[config.mk]
export PLATFORM = sky130hd
export DESIGN_NAME = eprom_rd_ctrl
export DESIGN_NICKNAME = d
export VERILOG_FILES = /design/src/rtl/eprom_rd_pkg.sv /design/src/rtl/eprom_delay_cnt.sv /design/src/rtl/eprom_ce_decode.sv /design/src/rtl/eprom_rd_seq.sv /design/src/rtl/eprom_rd_ctrl.sv
export SDC_FILE = /design/constraint.sdc
export NUM_CORES = 1
export LEC_CHECK = 0
export ABC_AREA = 1
export BUFFER_PORTS_ARGS = -buffer_cell sky130_fd_sc_hd__buf_2
export CAP_MARGIN = 20
export CORE_MARGIN = 5
export CORE_UTILIZATION = 34
export DETAILED_ROUTE_END_ITERATION = 8
export REMOVE_ABC_BUFFERS = 1
export SLEW_MARGIN = 20
export SYNTH_ARGS = -nofsm -noshare
export SYNTH_HDL_FRONTEND = slang
export SYNTH_SLANG_ARGS = --single-unit
[constraint.sdc]
create_clock -name clk -period 1.55 [get_ports clk]
set_clock_uncertainty 0.15 [all_clocks]
set_input_delay 0.3875 -clock clk [delete_from_list [all_inputs] [get_ports clk]]
set_output_delay 0.3875 -clock clk [all_outputs]
set_load 0.02 [all_outputs]
[src/rtl/eprom_rd_pkg.sv]
package eprom_rd_pkg;

  typedef enum logic [1:0] {
    SEQ_IDLE   = 2'd0,
    SEQ_ACCESS = 2'd1,
    SEQ_FLOAT  = 2'd2
  } seq_state_t;

  // Address-to-data and select-to-data time per grade (ns)
  function automatic int grade_acc_ns(input int grade);
    case (grade)
      0:       return 120;
      1:       return 150;
      2:       return 200;
      default: return 250;
    endcase
  endfunction

  // Output-enable-to-data time per grade (ns)
  function automatic int grade_oe_ns(input int grade);
    case (grade)
      0:       return 60;
      1:       return 65;
      2:       return 70;
      default: return 100;
    endcase
  endfunction

  // Strobe release to bus float time per grade (ns), worst case
  function automatic int grade_df_ns(input int grade);
    case (grade)
      0:       return 40;
      1:       return 50;
      default: return 60;
    endcase
  endfunction

  // Round a delay up to whole clock cycles, never below one
  function automatic int ns_to_cycles(input int ns, input int period_ns);
    int c;
    c = (ns + period_ns - 1) / period_ns;
    return (c < 1) ? 1 : c;
  endfunction

endpackage

[src/rtl/eprom_delay_cnt.sv]
module eprom_delay_cnt #(
  parameter int CNT_W = 6
) (
  input  logic             clk,
  input  logic             rst_n,
  input  logic             clr,
  input  logic             inc,
  output logic [CNT_W-1:0] cnt
);

  always_ff @(posedge clk) begin
    if (!rst_n)   cnt <= '0;
    else if (clr) cnt <= '0;
    else if (inc) cnt <= cnt + 1'b1;
  end

endmodule

[src/rtl/eprom_ce_decode.sv]
module eprom_ce_decode #(
  parameter int NDEV  = 4,
  parameter int DEV_W = 2
) (
  input  logic [DEV_W-1:0] sel,
  input  logic             en,
  output logic [NDEV-1:0]  ce_n
);

  for (genvar i = 0; i < NDEV; i++) begin : g_sel
    assign ce_n[i] = !(en && (sel == DEV_W'(i)));
  end

endmodule

[src/rtl/eprom_rd_seq.sv]
module eprom_rd_seq
  import eprom_rd_pkg::*;
#(
  parameter int ACC_CYC  = 15,
  parameter int LEAD_CYC = 7,
  parameter int DF_CYC   = 5,
  parameter int CNT_W    = 5
) (
  input  logic             clk,
  input  logic             rst_n,
  input  logic             req_valid,
  output logic             req_ready,
  output logic             accept,
  input  logic [CNT_W-1:0] cnt,
  output logic             cnt_clr,
  output logic             cnt_inc,
  output logic             ce_on_nx,
  output logic             oe_on_nx,
  output logic             capture
);

  seq_state_t st, nxt;
  logic       gap_done;

  assign gap_done  = (st == SEQ_FLOAT) && (cnt == CNT_W'(DF_CYC - 1));
  assign req_ready = (st == SEQ_IDLE) || gap_done;
  assign accept    = req_valid && req_ready;

  always_comb begin
    nxt      = st;
    cnt_clr  = 1'b0;
    cnt_inc  = 1'b0;
    ce_on_nx = 1'b0;
    oe_on_nx = 1'b0;
    capture  = 1'b0;
    unique case (st)
      SEQ_IDLE: ;
      SEQ_ACCESS: begin
        if (cnt == CNT_W'(ACC_CYC - 1)) begin
          // Sample and release together: the device has no hold time
          capture = 1'b1;
          cnt_clr = 1'b1;
          nxt     = SEQ_FLOAT;
        end else begin
          cnt_inc  = 1'b1;
          ce_on_nx = 1'b1;
          oe_on_nx = (int'(cnt) + 1 >= LEAD_CYC);
        end
      end
      SEQ_FLOAT: begin
        if (gap_done) nxt = SEQ_IDLE;
        else          cnt_inc = 1'b1;
      end
      default: nxt = SEQ_IDLE;
    endcase
    if (accept) begin
      nxt      = SEQ_ACCESS;
      cnt_clr  = 1'b1;
      cnt_inc  = 1'b0;
      ce_on_nx = 1'b1;
      oe_on_nx = (LEAD_CYC == 0);
    end
  end

  always_ff @(posedge clk) begin
    if (!rst_n) st <= SEQ_IDLE;
    else        st <= nxt;
  end

endmodule

[src/rtl/eprom_rd_ctrl.sv]
module eprom_rd_ctrl
  import eprom_rd_pkg::*;
#(
  parameter int NDEV          = 4,
  parameter int MEM_AW        = 17,
  parameter int DATA_W        = 8,
  parameter int CLK_PERIOD_NS = 8,
  parameter int SPEED_GRADE   = 0,
  localparam int DEV_W        = $clog2(NDEV)
) (
  input  logic                    clk,
  input  logic                    rst_n,
  input  logic                    req_valid,
  output logic                    req_ready,
  input  logic [DEV_W+MEM_AW-1:0] req_addr,
  output logic                    rsp_valid,
  output logic [DATA_W-1:0]       rsp_data,
  output logic [MEM_AW-1:0]       mem_addr,
  output logic [NDEV-1:0]         mem_ce_n,
  output logic                    mem_oe_n,
  input  logic [DATA_W-1:0]       mem_data
);

  localparam int ACC_CYC  = ns_to_cycles(grade_acc_ns(SPEED_GRADE), CLK_PERIOD_NS);
  localparam int OE_CYC   = ns_to_cycles(grade_oe_ns(SPEED_GRADE), CLK_PERIOD_NS);
  localparam int DF_CYC   = ns_to_cycles(grade_df_ns(SPEED_GRADE), CLK_PERIOD_NS);
  localparam int LEAD_CYC = ACC_CYC - OE_CYC;
  localparam int MAX_CYC  = (ACC_CYC > DF_CYC) ? ACC_CYC : DF_CYC;
  localparam int CNT_W    = $clog2(MAX_CYC + 1);

  logic             accept, cnt_clr, cnt_inc, ce_on_nx, oe_on_nx, capture;
  logic [CNT_W-1:0] cnt;
  logic [DEV_W-1:0] dev_q, dev_nx;
  logic [NDEV-1:0]  ce_n_nx;
  logic [MEM_AW-1:0] addr_q;
  logic [NDEV-1:0]  ce_n_q;
  logic             oe_n_q;
  logic             rsp_valid_q;
  logic [DATA_W-1:0] rsp_data_q;

  eprom_rd_seq #(
    .ACC_CYC (ACC_CYC),
    .LEAD_CYC(LEAD_CYC),
    .DF_CYC  (DF_CYC),
    .CNT_W   (CNT_W)
  ) u_seq (
    .clk      (clk),
    .rst_n    (rst_n),
    .req_valid(req_valid),
    .req_ready(req_ready),
    .accept   (accept),
    .cnt      (cnt),
    .cnt_clr  (cnt_clr),
    .cnt_inc  (cnt_inc),
    .ce_on_nx (ce_on_nx),
    .oe_on_nx (oe_on_nx),
    .capture  (capture)
  );

  eprom_delay_cnt #(.CNT_W(CNT_W)) u_cnt (
    .clk  (clk),
    .rst_n(rst_n),
    .clr  (cnt_clr),
    .inc  (cnt_inc),
    .cnt  (cnt)
  );

  assign dev_nx = accept ? req_addr[DEV_W+MEM_AW-1:MEM_AW] : dev_q;

  eprom_ce_decode #(.NDEV(NDEV), .DEV_W(DEV_W)) u_dec (
    .sel (dev_nx),
    .en  (ce_on_nx),
    .ce_n(ce_n_nx)
  );

  // All pin-facing strobes come straight from flops
  always_ff @(posedge clk) begin
    if (!rst_n) begin
      dev_q       <= '0;
      addr_q      <= '0;
      ce_n_q      <= '1;
      oe_n_q      <= 1'b1;
      rsp_valid_q <= 1'b0;
      rsp_data_q  <= '0;
    end else begin
      dev_q       <= dev_nx;
      if (accept) addr_q <= req_addr[MEM_AW-1:0];
      ce_n_q      <= ce_n_nx;
      oe_n_q      <= !oe_on_nx;
      rsp_valid_q <= capture;
      if (capture) rsp_data_q <= mem_data;
    end
  end

  assign mem_addr  = addr_q;
  assign mem_ce_n  = ce_n_q;
  assign mem_oe_n  = oe_n_q;
  assign rsp_valid = rsp_valid_q;
  assign rsp_data  = rsp_data_q;

endmodule

==> impl_metrics.tcl <==
set metrics [dict create \
    status "finished, violations left" \
    failed_checks "negative setup slack" \
    synth_area_leader_cell "sky130_fd_sc_hd__dfxtp_1" \
    ys_ff_latch 39 \
    tightest_slew_ns 0.4011 \
    synth_cell_types 27 \
    total_leakage_power_nw 1.123 \
    synth-async-reset-ratio 0 \
    drive_above_1_share 0.4948 \
    yosys_most_used_dff "sky130_fd_sc_hd__dfxtp_1" \
    timing_hold_violations_final 0 \
    switching_power_mw 0.6986 \
    grt.overflow.total 0 \
    yosysTopAreaCellShare 0.4778 \
    share_seq_of_total_power 0.433 \
    pwr-share-comb 0.223 \
    cts_tree "yes" \
    max_cap_violations 0 \
    detail_route.drc_violations 0 \
    floorplan.rows 25 \
    synthMostInstantiatedCell "sky130_fd_sc_hd__nor2_1" \
    max_stage_delay_ns 0.37 \
    cp_data_required_time_ns 1.01 \
    crit_path_top_delay_cell "sky130_fd_sc_hd__dfxtp_4" \
    first_iteration_detailed_routing_drc_count 69 \
    most_area_consuming_cells_after_synthesis "sky130_fd_sc_hd__dfxtp_1, sky130_fd_sc_hd__nor2_1, sky130_fd_sc_hd__o21ai_0" \
    clock_tree_root_buffer_cell "sky130_fd_sc_hd__clkbuf_8" \
    synthCells 201 \
    critPathMaxFanout 3 \
    portBuffers 61 \
    mappedNetlistArea_um2 1634 \
    antenna_found_initial 0 \
    setup_repair_after_global_routing_missed_its_margin "yes" \
    ys.warnings.count 0 \
    vias_per_cell 4.630 \
    routabilityCongestion 0.7936 \
    die-area_um2 6292 \
    postRouteWirelength_um 4400 \
    hpwl_dp_um 2873 \
    p_sw_frac 0.2774 \
    latest_clock_arrival_within_the_worst_skew_pair_ns 0.29 \
    area_of_the_placeable_core_um2 4692 \
    finalSetupViolCount 23 \
    drt_pass1_iterations 4 \
    worstSetupStartpointType "flip-flop" \
    worst_ep_arrival_time_ns 1.16 \
    timing.critical_path.to_type "primary output" \
    cts_hold_buffers 0 \
    synth-edff-count 0 \
    setup-tns-final_ns -1.311 \
    normalized_max_slew_margin 0.7326 \
    dp_worst_setup_slack_ns -0.09066 \
    cts_sinks 39 \
    synthesized_area_per_cell_um2 8.130 \
    grt_pass1_wl_um 6706 \
    cts.clk_slew.worst_paths_ns 0.08 \
    layout-area-overhead-vs-synth_pct 50.38 \
    chipHeight_um 79.33 \
    max_freq_mhz 588.0 \
    synth-seq-area-share 0.4778 \
    ant_nets 0 \
    initial_core_util 0.3483 \
    routed-via-count 1588 \
    post-route-period-util 1.097 \
    critPathKind "flip-flop to primary output" \
    layout_min_cycle_time_ns 1.701 \
    grt_pass1_vias 1469 \
    worstPathCellList "inv_2 > ha_4 > nand4_4 > nand2_4 > buf_6" \
    power_density_nw_per_um2 1025 \
    ios 62 \
    grt.total_usage 0.1370 \
    htree_num_levels 2 \
    clock_power_share 0.345 \
    number_of_nets_in_the_layout 324 \
    final.setup.worst_slack_ns -0.1507 \
    number_of_antenna_cells_inserted 0 \
    die_w_um 79.33 \
    final-max-slew-violation-count 0 \
    synth_commonest_cells "sky130_fd_sc_hd__nor2_1, sky130_fd_sc_hd__dfxtp_1, sky130_fd_sc_hd__o21ai_0" \
    grt_start_max_net_pins 17 \
    clock_tree.buffer_depth 2 \
    worst_hold_path_type "primary input to flip-flop" \
    internal_cell_power_mw 1.820 \
    numCtsBuffers 5 \
    vdd_ir_drop_max_uv 683.6 \
    route.detailed.wl_per_inst_um 12.83 \
]
-- worst paths after layout --
kind / from / to / slack [ns] / depth (start not counted)
worst max-delay path: u_cnt.cnt[1]$_SDFFE_PP0P_ / req_ready / -0.15 / 5
worst min-delay path: req_addr[12] / mem_addr[12]$_SDFFE_PN0N_ / 0.18 / 3
worst max register to register: u_cnt.cnt[1]$_SDFFE_PP0P_ / mem_ce_n[2]$_SDFF_PN1_ / -0.10 / 9
worst min register to register: mem_addr[8]$_SDFFE_PN0N_ / mem_addr[8]$_SDFFE_PN0N_ / 0.33 / 2
-- power groups by stage --
stage / sequential [mW] / combinational, mW / clock (mW)
2_1_floorplan: 1.18 / 0.187 / 0
3_3_place_gp: 1.11 / 0.430 / 0
3_5_place_dp: 1.11 / 0.433 / 0
4_1_cts: 1.09 / 0.520 / 0.892
5_1_grt: 1.10 / 0.613 / 0.943
6_report: 1.09 / 0.561 / 0.868
-- critical path, delay by kind of cell (launching register included) --
kind | cells | cell delay (ns)
fa+ha+maj | 1 | 0.14
buf+inv | 2 | 0.18
flops | 1 | 0.37
simple gates | 2 | 0.19
-- timing repair --
| item | in CTS | in global routing |
|---|---|---|
| setup buffers | 6 | 1 |
| setup endpoints to repair | 26 | 39 |
| resized for setup | 40 | 41 |
| pin swaps | 7 | 6 |
| gates cloned | 4 | 1 |
-- through the flow --
| stage | area, um^2 | power [mW] | hold slack (ns) | utilization | cells |
|---|---|---|---|---|---|
| 3_3_place_gp | 2054 | 1.543 | 0.3092 | 0.4379 | 323 |
| 6_report | 2457 | 2.519 | 0.1777 | 0.5237 | 343 |
| 4_1_cts | 2332 | 2.503 | 0.1766 | 0.4971 | 341 |
| 3_5_place_dp | 2054 | 1.547 | 0.3152 | 0.4379 | 323 |
| 5_1_grt | 2457 | 2.653 | 0.1847 | 0.5237 | 343 |
| 2_1_floorplan | 1562 | 1.367 | 0.3045 | - | 192 |
-- layout make-up --
type,instances,area [um^2]
inverter,13,56.30
timing repair buffer,88,551.8
tap,54,67.56
clock inverter,2,35.03
clock buffer,6,82.58
sequential,39,790.8
multi-input combinational,141,873.3
fill,452,2235
-- kinds of logic (layout without fill, tap and decap cells) --
family                     Yosys count  in the layout  share of synthesized area
AOI/OAI and AO/OA                   35             35                     0.1225
xor gates and xnor gates             2              2                    0.01072
adders and majority gates            6              6                    0.04594
buffers and inverters               22            109                    0.07427
DFF                                 39             39                     0.4778
and+or+nand+nor                     97             98                     0.2688
-- layer usage --
layer / vias to the layer above / track usage / wire length [um]
met4: 0 / 0.05498 / 38
li1: 821 / - / -
met3: 5 / 0.03401 / 180
met1: 731 / 0.1519 / 1793
met2: 31 / 0.2483 / 2389
met5: - / 0 / 0
-- layout by cell type (no fill, tap or decap), drive strengths merged --
| master | count |
|---|---|
| buf | 88 |
| xor2 | 1 |
| a21boi | 1 |
| clkinv | 1 |
| a21oi | 8 |
| inv | 13 |
| o21ai | 26 |
| xnor2 | 1 |
| ha | 6 |
| nand4 | 4 |
| nand3 | 10 |
| dfxtp | 39 |
| nor2 | 58 |
| bufinv | 1 |
| clkbuf | 6 |
| nand2 | 26 |
-- state kept, by name, summed over array words and instances, names as in the netlist --
register	flops
dev_q	2
rsp_data	8
mem_ce_n	4
u_cnt.cnt	4
mem_oe_n	1
mem_addr	17
u_seq.st	2
rsp_valid	1
Power figures use the tool's default switching activity.
